==> src/rtl/exc_seq_pkg.sv <==
package exc_seq_pkg;

  typedef enum logic [2:0] {
    EK_ILLEGAL = 3'd0,
    EK_SLOT    = 3'd1,
    EK_TRAP    = 3'd2,
    EK_FPU_OFF = 3'd3,
    EK_MAN_RST = 3'd4,
    EK_PWR_RST = 3'd5
  } exc_kind_e;

  // status register bit positions decoded by neighbouring logic
  localparam int SR_T  = 0;
  localparam int SR_S  = 1;
  localparam int SR_Q  = 8;
  localparam int SR_M  = 9;
  localparam int SR_BL = 28;
  localparam int SR_RB = 29;
  localparam int SR_MD = 30;

  localparam int CODE_W = 12;

  localparam logic [CODE_W-1:0] EV_ILLEGAL = 12'h180;
  localparam logic [CODE_W-1:0] EV_SLOT    = 12'h1A0;
  localparam logic [CODE_W-1:0] EV_TRAP    = 12'h160;
  localparam logic [CODE_W-1:0] EV_FPU_OFF = 12'h800;
  localparam logic [CODE_W-1:0] EV_MAN_RST = 12'h020;
  localparam logic [CODE_W-1:0] EV_PWR_RST = 12'h000;

endpackage

==> src/rtl/exc_vec_sel.sv <==
module exc_vec_sel
  import exc_seq_pkg::*;
#(
  parameter int          XLEN     = 32,
  parameter int unsigned EXC_OFS  = 'h100,
  parameter logic [31:0] RESET_PC = 32'hA000_0000
) (
  input  logic [2:0]        kind,
  input  logic [XLEN-1:0]   vbr,
  output logic [CODE_W-1:0] code,
  output logic [XLEN-1:0]   target
);

  logic [XLEN-1:0] general_tgt;
  assign general_tgt = vbr + XLEN'(EXC_OFS);

  always_comb begin
    code   = EV_ILLEGAL;
    target = general_tgt;
    case (exc_kind_e'(kind))
      EK_ILLEGAL: code = EV_ILLEGAL;
      EK_SLOT:    code = EV_SLOT;
      EK_TRAP:    code = EV_TRAP;
      EK_FPU_OFF: code = EV_FPU_OFF;
      EK_MAN_RST: begin
        code   = EV_MAN_RST;
        target = XLEN'(RESET_PC);
      end
      EK_PWR_RST: begin
        code   = EV_PWR_RST;
        target = XLEN'(RESET_PC);
      end
      default:    code = EV_ILLEGAL;
    endcase
  end

endmodule

==> src/rtl/exc_sr_unit.sv <==
module exc_sr_unit
  import exc_seq_pkg::*;
#(
  parameter int          XLEN     = 32,
  parameter logic [31:0] RESET_SR = 32'h7000_00F0
) (
  input  logic            clk,
  input  logic            rst_n,
  input  logic            load_en,
  input  logic [XLEN-1:0] load_val,
  input  logic            t_in,
  input  logic            s_in,
  input  logic            q_in,
  input  logic            m_in,
  output logic [XLEN-1:0] sr_value,
  output logic            bank_swap
);

  logic [XLEN-1:0] sr_q, sr_d;
  logic            swap_q, swap_d;

  always_comb begin
    sr_d   = load_val;
    swap_d = load_en && (load_val[SR_RB] != sr_q[SR_RB]);
  end

  always_ff @(posedge clk or negedge rst_n) begin
    if (!rst_n) begin
      sr_q   <= XLEN'(RESET_SR);
      swap_q <= 1'b0;
    end else begin
      if (load_en) sr_q <= sr_d;
      swap_q <= swap_d;
    end
  end

  always_comb begin
    sr_value       = sr_q;
    sr_value[SR_T] = t_in;
    sr_value[SR_S] = s_in;
    sr_value[SR_Q] = q_in;
    sr_value[SR_M] = m_in;
  end

  assign bank_swap = swap_q;

  assert_swap_means_flip_R8: assert property (@(posedge clk) disable iff (!rst_n)
    bank_swap |-> (sr_q[SR_RB] != $past(sr_q[SR_RB])));

  assert_no_swap_same_bank_R8: assert property (@(posedge clk) disable iff (!rst_n)
    (load_en && (load_val[SR_RB] == sr_q[SR_RB])) |=> !bank_swap);

endmodule

==> src/rtl/exc_entry_seq.sv <==
module exc_entry_seq
  import exc_seq_pkg::*;
#(
  parameter int          XLEN       = 32,
  parameter int unsigned INSN_BYTES = 2,
  parameter int unsigned EXC_OFS    = 'h100,
  parameter int unsigned IRQ_OFS    = 'h600,
  parameter logic [31:0] RESET_PC   = 32'hA000_0000,
  parameter logic [31:0] RESET_SR   = 32'h7000_00F0
) (
  input  logic              clk,
  input  logic              rst_n,
  input  logic [XLEN-1:0]   cur_pc,
  input  logic [XLEN-1:0]   r15,
  input  logic [XLEN-1:0]   vbr,
  input  logic              t_in,
  input  logic              s_in,
  input  logic              q_in,
  input  logic              m_in,
  input  logic              exc_req,
  input  logic [2:0]        exc_kind,
  input  logic [7:0]        trap_imm,
  input  logic              irq_req,
  input  logic [CODE_W-1:0] irq_code,
  input  logic              rte_req,
  input  logic              sr_wr_en,
  input  logic [XLEN-1:0]   sr_wr_data,
  output logic [XLEN-1:0]   tgt_pc,
  output logic [XLEN-1:0]   tgt_npc,
  output logic              redirect,
  output logic              irq_ack,
  output logic [XLEN-1:0]   spc,
  output logic [XLEN-1:0]   ssr,
  output logic [XLEN-1:0]   sgr,
  output logic [CODE_W-1:0] expevt,
  output logic [CODE_W-1:0] intevt,
  output logic [7:0]        tra,
  output logic [XLEN-1:0]   sr_value,
  output logic              bank_swap
);

  localparam logic [XLEN-1:0] STEP       = XLEN'(INSN_BYTES);
  localparam logic [XLEN-1:0] ENTRY_MASK =
    (XLEN'(1) << SR_MD) | (XLEN'(1) << SR_BL) | (XLEN'(1) << SR_RB);

  // request arbitration: exception > interrupt > return > status write
  logic take_exc, take_irq, take_rte, take_wr, take_entry;
  assign take_exc   = exc_req;
  assign take_irq   = irq_req && !exc_req;
  assign take_rte   = rte_req && !exc_req && !irq_req;
  assign take_wr    = sr_wr_en && !exc_req && !irq_req && !rte_req;
  assign take_entry = take_exc || take_irq;

  logic [CODE_W-1:0] vec_code;
  logic [XLEN-1:0]   vec_tgt;

  exc_vec_sel #(
    .XLEN     (XLEN),
    .EXC_OFS  (EXC_OFS),
    .RESET_PC (RESET_PC)
  ) u_vec (
    .kind   (exc_kind),
    .vbr    (vbr),
    .code   (vec_code),
    .target (vec_tgt)
  );

  logic            sr_load;
  logic [XLEN-1:0] sr_load_val;

  always_comb begin
    sr_load     = take_entry || take_rte || take_wr;
    sr_load_val = sr_wr_data;
    if (take_entry)    sr_load_val = sr_value | ENTRY_MASK;
    else if (take_rte) sr_load_val = ssr;
  end

  exc_sr_unit #(
    .XLEN     (XLEN),
    .RESET_SR (RESET_SR)
  ) u_sr (
    .clk       (clk),
    .rst_n     (rst_n),
    .load_en   (sr_load),
    .load_val  (sr_load_val),
    .t_in      (t_in),
    .s_in      (s_in),
    .q_in      (q_in),
    .m_in      (m_in),
    .sr_value  (sr_value),
    .bank_swap (bank_swap)
  );

  // next-state
  logic [XLEN-1:0]   spc_d, ssr_d, sgr_d, pc_d, npc_d;
  logic [CODE_W-1:0] expevt_d, intevt_d;
  logic [7:0]        tra_d;
  logic              save_en, expevt_en, intevt_en, tra_en, redir_d;
  logic [XLEN-1:0]   entry_tgt;

  always_comb begin
    save_en   = take_entry;
    spc_d     = cur_pc + STEP;
    ssr_d     = sr_value;
    sgr_d     = r15;
    expevt_en = take_exc;
    expevt_d  = vec_code;
    intevt_en = take_irq;
    intevt_d  = irq_code;
    tra_en    = take_exc && (exc_kind == EK_TRAP);
    tra_d     = trap_imm;
    redir_d   = take_entry || take_rte;
    entry_tgt = take_exc ? vec_tgt : (vbr + XLEN'(IRQ_OFS));
    if (take_rte) begin
      pc_d  = cur_pc + STEP;
      npc_d = spc;
    end else begin
      pc_d  = entry_tgt;
      npc_d = entry_tgt + STEP;
    end
  end

  // registers
  always_ff @(posedge clk or negedge rst_n) begin
    if (!rst_n) begin
      spc      <= '0;
      ssr      <= '0;
      sgr      <= '0;
      expevt   <= EV_PWR_RST;
      intevt   <= '0;
      tra      <= '0;
      tgt_pc   <= XLEN'(RESET_PC);
      tgt_npc  <= XLEN'(RESET_PC) + STEP;
      redirect <= 1'b0;
      irq_ack  <= 1'b0;
    end else begin
      if (save_en) begin
        spc <= spc_d;
        ssr <= ssr_d;
        sgr <= sgr_d;
      end
      if (expevt_en) expevt <= expevt_d;
      if (intevt_en) intevt <= intevt_d;
      if (tra_en)    tra    <= tra_d;
      if (redir_d) begin
        tgt_pc  <= pc_d;
        tgt_npc <= npc_d;
      end
      redirect <= redir_d;
      irq_ack  <= take_irq;
    end
  end

  assert_save_r15_R2: assert property (@(posedge clk) disable iff (!rst_n)
    exc_req |=> (sgr == $past(r15)));

  assert_save_pc_R2: assert property (@(posedge clk) disable iff (!rst_n)
    exc_req |=> (spc == $past(cur_pc) + STEP));

  assert_irq_priv_R3: assert property (@(posedge clk) disable iff (!rst_n)
    irq_ack |-> (sr_value[SR_MD] && sr_value[SR_BL] && sr_value[SR_RB]));

  assert_irq_vector_R6: assert property (@(posedge clk) disable iff (!rst_n)
    (irq_req && !exc_req) |=> (irq_ack && redirect && tgt_pc == $past(vbr) + XLEN'(IRQ_OFS)));

  assert_exc_over_irq_R7: assert property (@(posedge clk) disable iff (!rst_n)
    (exc_req && irq_req) |=> (!irq_ack && $stable(intevt)));

  assert_rte_target_R10: assert property (@(posedge clk) disable iff (!rst_n)
    (rte_req && !exc_req && !irq_req) |=> (redirect && tgt_npc == $past(spc)));

endmodule

==> config.mk <==
export PLATFORM = sky130hd
export DESIGN_NAME = exc_entry_seq
export DESIGN_NICKNAME = d
export VERILOG_FILES = /design/src/rtl/exc_seq_pkg.sv /design/src/rtl/exc_vec_sel.sv /design/src/rtl/exc_sr_unit.sv /design/src/rtl/exc_entry_seq.sv
export SDC_FILE = /design/constraint.sdc
export NUM_CORES = 1
export LEC_CHECK = 0
export BUFFER_PORTS_ARGS = -buffer_cell sky130_fd_sc_hd__buf_2
export CORE_ASPECT_RATIO = 1.75
export CORE_UTILIZATION = 46
export DETAILED_ROUTE_END_ITERATION = 6
export GPL_TIMING_DRIVEN = 0
export PLACE_DENSITY = 0.77
export SETUP_SLACK_MARGIN = 0.15
export SLEW_MARGIN = 40
export SYNTH_ARGS = -nofsm -noshare
export SYNTH_HDL_FRONTEND = slang
export SYNTH_SLANG_ARGS = --single-unit
export TNS_END_PERCENT = 1
==> constraint.sdc <==
create_clock -name clk -period 1 [get_ports clk]
set_input_delay 0.2 -clock clk [delete_from_list [all_inputs] [get_ports clk]]
set_output_delay 0.2 -clock clk [all_outputs]
set_load 0.03 [all_outputs]
# [After elaboration in Yosys (flattened, before gate mapping)]
# Cells that the tools add are included.
[op_classes] add_sub_neg=4 n_eq_ne=6 n_mux=7 bitwise_logic=1 reduce_logical=16
[ops] operator="32-bit 2-to-1 mux" n=5
[ops] operator="32-bit by 2-bit adder with 32-bit output, second input constant" n=2
[ops] operator="12-bit one-hot mux with 5 select lines" n=1
[ops] operator="32-bit by 11-bit adder with 32-bit output, second input constant" n=1
[ops] operator="32-bit by 9-bit adder with 32-bit output, second input constant" n=1
[ops] operator="31-bit 2-to-1 mux" n=1
[ops] operator="1-bit logical AND" n=8
[ops] operator="3-bit by 2-bit equality test with 1-bit output, second input constant" n=2
[ops] operator="3-bit equality test, second input constant" n=2
[ops] operator="3-bit by 1-bit equality test with 1-bit output, second input constant" n=1
[ops] operator="1-bit zero test" n=3
[ops] operator="1-bit logical OR" n=3
[ops] operator="2-bit AND reduction" n=1
[ops] operator="2-bit OR reduction" n=1
[ops] operator="1-bit inequality test" n=1
[ops] operator="1-bit NOT" n=1
[totals] reg_bits=227 out_inout_bits=227

# [Depth between registers and ports, before layout]
# Gate-level depths: netlist of run 1.
[depth] word_depth=7 depth_mapped=14 depth_no_buf=10

# [Cells and area by module]
# From an unflattened synthesis of run 1, not the netlist that was laid out.
[hier_totals] cells_unflattened=1320 hier_area_um2=12301.8
[modules_own_cells] module="exc_entry_seq" instances=1 cells_per_inst=1135 area_each_um2=10385.0 seq_area_each_um2=4860.9
[modules_own_cells] module="exc_sr_unit" instances=1 cells_per_inst=66 area_each_um2=1156.1 seq_area_each_um2=734.5
[modules_own_cells] module="exc_vec_sel" instances=1 cells_per_inst=119 area_each_um2=760.7 seq_area_each_um2=0.0

# [Worst setup path before layout of run 1]
# Ideal clock, no wire load.
[synth_path] path_type="input to register" startpoint="input exc_req" endpoint="register tgt_npc[29]" setup_ns=0.078 arrival_time_ns=3.022 t_required_ns=0.922 path_slack_ns=-2.100 stages=14 path_buffers=4 cell_sequence="buf_2 > buf_1 > clkbuf_1 > nand3b_1 > clkbuf_1 > and2_1 > ha_1 > and3_1 > and4bb_2 > nand4_1 > nor4_2 > and3_1 > nand4_1 > a31o_1"
[synth_via] elab_chain_len=4 word_cells_on_any_way=9
[synth_rtl] element="from (decl)" line="exc_entry_seq.sv:20" rtl="input logic exc_req,"
[synth_rtl] element="branches (longest 4 deep; another with 32-bit by 2-bit adder with 32-bit output)"
[synth_rtl] element="to (signal assigned)" line="exc_entry_seq.sv:133" rtl="tgt_npc <= XLEN'(RESET_PC) + STEP;"
[synth_rtl] element="to (signal assigned)" line="exc_entry_seq.sv:147" rtl="tgt_npc <= npc_d;"
[synth_rtl] element="to (decl)" line="exc_entry_seq.sv:29" rtl="output logic [XLEN-1:0] tgt_npc,"
# Several ways; the timed one is not identified.
# A chain may end at the register's enable or synchronous reset.

# [Worst setup path after layout of run 1]
# Same ends and word-level chain as after synthesis.

==> results of run 1 <==
[routing by layer]
layer	wire (µm)	up-vias	track usage (%)	share of wire, %
met1	15000	5872	37.7	31
met3	3970	283	9.40	8.1
met2	25400	808	70.8	52
met5	0	-	0	0
li1	-	5216	-	-
met4	4470	0	32.5	9.1
[timing repair]
item / 4_1_cts / 5_1_grt
hold endpoints to repair: 232 / 144
pin swaps: 38 / 10
gates resized for setup: 632 / 89
setup endpoints to repair: 432 / 495
setup buffers: 12 / 4
[worst max-delay path: stages]
cell       delay (ps)
buf_8             100
buf_8             110
buf_8             120
clkbuf_16         140
nand3b_1          150
clkbuf_8          190
and2_4            160
ha_4              140
and3_4            210
and4bb_2          260
nand4_1           190
nor4_4            180
buf_4             180
and3_4            210
nand4_1           110
a31o_1            260
[path summary, 6_finish.rpt]
path | from | to | slack [ps] | depth (start not counted)
setup / recovery | exc_req | tgt_npc[29] | -1470 | 16
hold / removal | rst_n | expevt[6] | -430 | 2
setup reg to reg | u_sr.sr_q[29] | u_sr.bank_swap | -120 | 3
hold reg to reg | sgr[13] | sgr[13] | 490 | 2
max in group asynchronous | rst_n | u_sr.sr_q[30] | 440 | 4
min in group clk | sr_wr_data[19] | u_sr.sr_q[19] | 0 | 3
[placed cells by master, fill, tap and decap left out, types with 9 or more instances in the layout]
master,n
a211oi_1,13
a21oi_1,58
buf_2,156
buf_4,34
buf_6,224
buf_8,20
clkbuf_1,9
clkbuf_16,24
clkbuf_2,10
clkbuf_4,9
clkbuf_8,15
dfrtp_1,200
dfstp_2,12
dlygate4sd3_1,87
inv_1,16
mux2_2,25
mux2i_1,53
nand2_1,280
nand2_2,9
nand3_1,38
nand4_1,19
nor2_1,63
nor2_2,9
nor2b_1,13
nor3_1,12
o211ai_1,16
o21ai_0,59
o21ai_1,28
xnor2_1,29
xor2_1,28
[flip-flops by register name, summed over array words and instances, names as in the netlist]
register / flops
redirect: 1
u_sr.sr_q: 28
spc: 32
expevt: 5
ssr: 32
tra: 8
sgr: 32
u_sr.bank_swap: 1
irq_ack: 1
tgt_pc: 32
tgt_npc: 32
intevt: 12
[power groups by stage]
stage,registers [W],clock network (W),logic [W]
floorplan,0.0127,0,0.00202
global placement,0.0106,0,0.00658
detailed placement,0.0107,0,0.00673
CTS,0.0108,0.00803,0.00855
global route,0.0110,0.00839,0.00937
finish,0.0109,0.00806,0.00895
[cells in the mapped netlist, drive strengths merged, types with 5 or more instances]
cell / n / area (µm²)
nand2: 290 / 1090
dfrtp: 204 / 5100
o21ai: 88 / 440
nor2: 74 / 278
a21oi: 63 / 315
mux2i: 55 / 551
clkbuf: 54 / 203
nand3: 42 / 210
buf: 30 / 178
xnor2: 29 / 254
xor2: 29 / 254
mux2: 26 / 293
nand4: 20 / 131
inv: 16 / 60.1
nor3: 16 / 91.3
o211ai: 16 / 120
a211oi: 14 / 118
nor2b: 14 / 87.6
dfstp: 12 / 315
and3: 11 / 73.8
nor4: 11 / 81.3
o22ai: 11 / 68.8
a21o: 7 / 52.6
a31oi: 7 / 43.8
and2: 7 / 43.8
and4: 6 / 52.6
ha: 5 / 62.6
nand2b: 5 / 31.3
[cell families (layout without fill, tap and decap cells)]
group           Yosys count  after routing  synth area share [%]
fa+ha+maj                 5              5                 0.563
mux                      81             81                  7.59
other cells               1             10                0.0337
flops                   216            216                  48.8
xor+xnor                 58             58                  4.57
buf+inv                 100            618                  3.96
compound gates          241            241                  13.4
simple gates            516            516                  21.1
[through the flow]
| step | cell area, µm² | total power, W | TNS (ps) | std cells | util, % |
|---|---|---|---|---|---|
| detailed placement | 13600 | 0.0174 | -308880 | 1904 | 57.6 |
| global route | 17500 | 0.0287 | -170800 | 2047 | 74.2 |
| floorplan | 11200 | 0.0147 | -145740 | 1224 | - |
| finish | 17500 | 0.0279 | -158530 | 2049 | 74.2 |
| global placement | 13500 | 0.0172 | -1125980 | 1901 | 57.2 |
| CTS | 17200 | 0.0274 | -215000 | 2042 | 73.3 |
[cell type report]
class                   instances  area (µm²)  area share [%]
plain buffers                  84         843            4.83
well taps                     304         380            2.18
flip-flops and latches        216        5430            31.1
diodes                          3        7.51          0.0430
repair buffers                480        4380            25.1
clock buffers                  32         647            3.70
multi-input cells             908        5680            32.5
clock inverters                 6        36.3           0.208
inverters                      16        60.1           0.344
==> flow_summary.json, run 1 <==
{
  "cap_violations": 0,
  "synthArstFlopShare_pct": 100,
  "crit_arrival_ps": 2930,
  "hp-class": "input port to asynchronous set/reset pin",
  "gr-total-overflow": 0,
  "postCtsHoldBufs": 88,
  "p_comb_share_pct": 32.1,
  "startpoint_type": "input port",
  "whs_ps": -433,
  "synth_cell_types": 74,
  "fill_cells": 1473,
  "leakagePower_nw": 8.12,
  "cp.required_ps": 1460,
  "cts.path.max_buffers": 3,
  "drive_above_1_share_pct": 36.7,
  "wl_mm": 48.9,
  "cts_inserted_buffers": 21,
  "p_sw_w": 0.00985,
  "grt_pass1_vias": 13276,
  "grt_pass1_wl_mm": 74.7,
  "end_kind": "flip-flop",
  "rsz0062_at_grt": "true",
  "drv_slew": 0,
  "synth-edff-count": 0,
  "firstDrtPassIters": 5,
  "fp.dieH_um": 208,
  "synthFlopType": "dfrtp_1",
  "dp_hpwl_mm": 31.4,
  "drc_errors": 0,
  "wire_per_inst_um": 23.9,
  "power_frac_seq_pct": 39.1,
  "start_util_pct": 47.3,
  "path_class": "input port to flip-flop",
  "antenna_found_initial": 1,
  "area_growth_pct": 57.1,
  "clk_latency_ps": 530,
  "p_sw_share_pct": 35.3,
  "syn_area_per_cell_um2": 9.12,
  "coreArea_um2": 23500,
  "nNetsFinal": 1893,
  "synth.yosys.seq_area_share_pct": 48.8,
  "synthesis.area_um2": 11100,
  "fin_skew_ps": 14.0,
  "clk_pin_slew_ps": 70,
  "htree_num_levels": 1,
  "die-area_um2": 24800,
  "cts_num_sinks": 216,
  "port_buffers": 373,
  "vias": 12179,
  "fp-row-count": 74,
  "peakVddDrop_mv": 1.51,
  "syn_inst": 1218,
  "first_iter_violations": 893,
  "preCtsSetupSlack_ps": -2510,
  "ant_nets": 0,
  "post-route-period-util_pct": 247,
  "slew-limit-headroom_pct": 46.3,
  "die_x_um": 119,
  "violations": "hold timing, setup timing",
  "fin_ws_ps": -1470,
  "cts_tree": "yes",
  "tightest_slew_ps": 803,
  "gp_congestion": 0.987,
  "cts_root_buf": "clkbuf_16",
  "clockPowerShare_pct": 28.9,
  "yosys_warnings": 0,
  "path_max_fanout": 5,
  "p_int_w": 0.0181,
  "ys_ff_latch": 216,
  "drt-vias-per-instance": 5.94,
  "timing.final.hold_violations": 144,
  "fmax_mhz": 405,
  "setup_viol": 427,
  "status": "complete, but fails checks",
  "grt_max_degree": 75,
  "grt_usage_pct": 39.6,
  "io_pins": 388,
  "min_period_ps": 2470,
  "power_density_nw_per_um2": 1600
}
Note: power is estimated with default switching activity, not from simulation.
==> run 2, diff against run 1 <==
- CORE_UTILIZATION: 46 -> 32
- PLACE_DENSITY: 0.77 -> unset
==> flow_summary.json, run 2 (synthesis gave the netlist of run 1 again) <==
{
  "drc_errors": 0,
  "dp_hpwl_mm": 33.6,
  "coreArea_um2": 34300,
  "antenna_found_initial": 4,
  "slew-limit-headroom_pct": 53.5,
  "clockPowerShare_pct": 29.7,
  "clk_pin_slew_ps": 60,
  "fp.dieH_um": 249,
  "die-area_um2": 35500,
  "wire_per_inst_um": 21.2,
  "end_kind": "flip-flop",
  "drv_slew": 0,
  "crit_arrival_ps": 3010,
  "post-route-period-util_pct": 255,
  "stdcell_count": 2212,
  "fin_ws_ps": -1550,
  "wl_met2_mm": 24.2,
  "m1WireLength_mm": 15.7,
  "power_frac_seq_pct": 38.8,
  "report.power.total_w": 0.0278,
  "whs_ps": -428,
  "ant_nets": 0,
  "vias": 11499,
  "drive_above_1_share_pct": 34.7,
  "grt_pass1_wl_mm": 71.3,
  "htree_num_levels": 1,
  "cts_inserted_buffers": 22,
  "cap_violations": 0,
  "min_period_ps": 2550,
  "path_class": "input port to flip-flop",
  "power_density_nw_per_um2": 1590,
  "p_sw_share_pct": 35.0,
  "rsz0062_at_grt": "true",
  "layout_commonest_cell": "nand2_1",
  "wl_mm": 46.8,
  "gp_congestion": 0.923,
  "tightest_slew_ps": 698,
  "timing.final.hold_violations": 128,
  "layout_common_cells": "nand2_1, buf_6, dfrtp_1, buf_2, dlygate4sd3_1",
  "gr-total-overflow": 0,
  "grt_pass1_vias": 12276,
  "first_iter_violations": 504,
  "grt_max_degree": 68,
  "startpoint_type": "input port",
  "cts_root_buf": "clkbuf_16",
  "io_pins": 388,
  "wl_met3_mm": 3.02,
  "cts.path.max_buffers": 3,
  "p_int_w": 0.0181,
  "dp_cells": 2060,
  "cp.required_ps": 1460,
  "drt-vias-per-instance": 5.20,
  "start_util_pct": 32.4,
  "cts_num_sinks": 216,
  "highest_layer": "met4",
  "path_max_fanout": 4,
  "fmax_mhz": 392,
  "firstDrtPassIters": 5,
  "port_buffers": 373,
  "cts_tree": "yes",
  "area_growth_pct": 57.6,
  "postCtsHoldBufs": 93,
  "fin_skew_ps": 13.3,
  "grt_usage_pct": 26.5,
  "leakagePower_nw": 8.05,
  "p_sw_w": 0.00974,
  "fp-row-count": 90,
  "die_x_um": 143,
  "violations": "hold timing, setup timing",
  "peakVddDrop_mv": 1.39,
  "nNetsFinal": 1899,
  "p_comb_share_pct": 31.5,
  "setup_viol": 427,
  "hp-class": "input port to asynchronous set/reset pin",
  "clk_latency_ps": 540,
  "status": "complete, but fails checks"
}
run 2: cell count changes in the layout (fill, tap and decap cells not counted), sizes merged:
cell         delta
clkinvlp        -1
inv             -1
diode           +1
buf            -10
dlygate4sd3     +6
clkbuf         +12
run 2: per-layer routing:
metal	track usage (%)	vias up
met3	5.53	191
met5	0	-
met2	47.5	524
met1	26.0	5558
met4	21.0	0
li1	-	5226
run 2: timing repair:
action,in CTS,in global routing
endpoints found under the hold margin,229,45
endpoints found under the setup margin,432,430
gates resized for setup,586,69
gates cloned,0,0
pin swaps,25,21
setup buffers,14,2
run 2: power groups by stage:
stage               clock network (W)  registers (W)  logic (W)
floorplan                           0         0.0127    0.00202
global placement                    0         0.0106    0.00672
detailed placement                  0         0.0107    0.00683
CTS                           0.00841         0.0108    0.00863
global route                  0.00874         0.0109    0.00923
finish                        0.00826         0.0108    0.00876
run 2: worst paths after layout:
| kind | cells past startpoint | from | slack (ps) | end |
|---|---|---|---|---|
| worst max-delay path | 16 | exc_req | -1550 | tgt_npc[29] |
| min in group clk | 3 | cur_pc[22] | 0 | spc[22] |
| max in group asynchronous | 3 | rst_n | 490 | tgt_pc[29] |
| worst min-delay path | 1 | rst_n | -430 | ssr[30] |
| worst max register to register | 4 | u_sr.sr_q[29] | -120 | u_sr.bank_swap |
| worst min register to register | 2 | u_sr.sr_q[7] | 480 | u_sr.sr_q[7] |
run 2: worst max-delay path: stages:
cell and delay (ps):
buf_6 100, buf_8 120, buf_8 110, clkbuf_16 140, nand3b_1 200, clkbuf_8 210
and2_4 150, ha_4 130, and3_4 210, and4bb_2 270, nand4_1 200, nor4_4 280
buf_4 180, and3_4 200, nand4_1 100, a31o_1 200
run 2: through the flow:
step | hold slack (ps) | setup WS, ps | utilization [%] | cell area (µm²) | setup TNS (ps)
final | -428 | -1550 | 51.0 | 17500 | -169560
after global routing | -419 | -1630 | 51.0 | 17500 | -186280
after CTS | -435 | -1490 | 50.6 | 17400 | -196220
after detailed placement | 130 | -2550 | 40.1 | 13800 | -339260
after global placement | 398 | -4150 | 39.7 | 13700 | -1208790
after floorplan | -95.6 | -1740 | - | 11200 | -145740
run 2: area by class of cell:
| type | count | area [µm²] |
|---|---|---|
| inverters | 16 | 60.1 |
| repair buffers | 485 | 4390 |
| clock buffers | 35 | 659 |
| diodes | 4 | 10.0 |
| multi-input cells | 908 | 5650 |
| plain buffers | 84 | 708 |
| well taps | 460 | 576 |
| fillers | 3078 | 16800 |
| flip-flops and latches | 216 | 5420 |
| clock inverters | 4 | 35.0 |
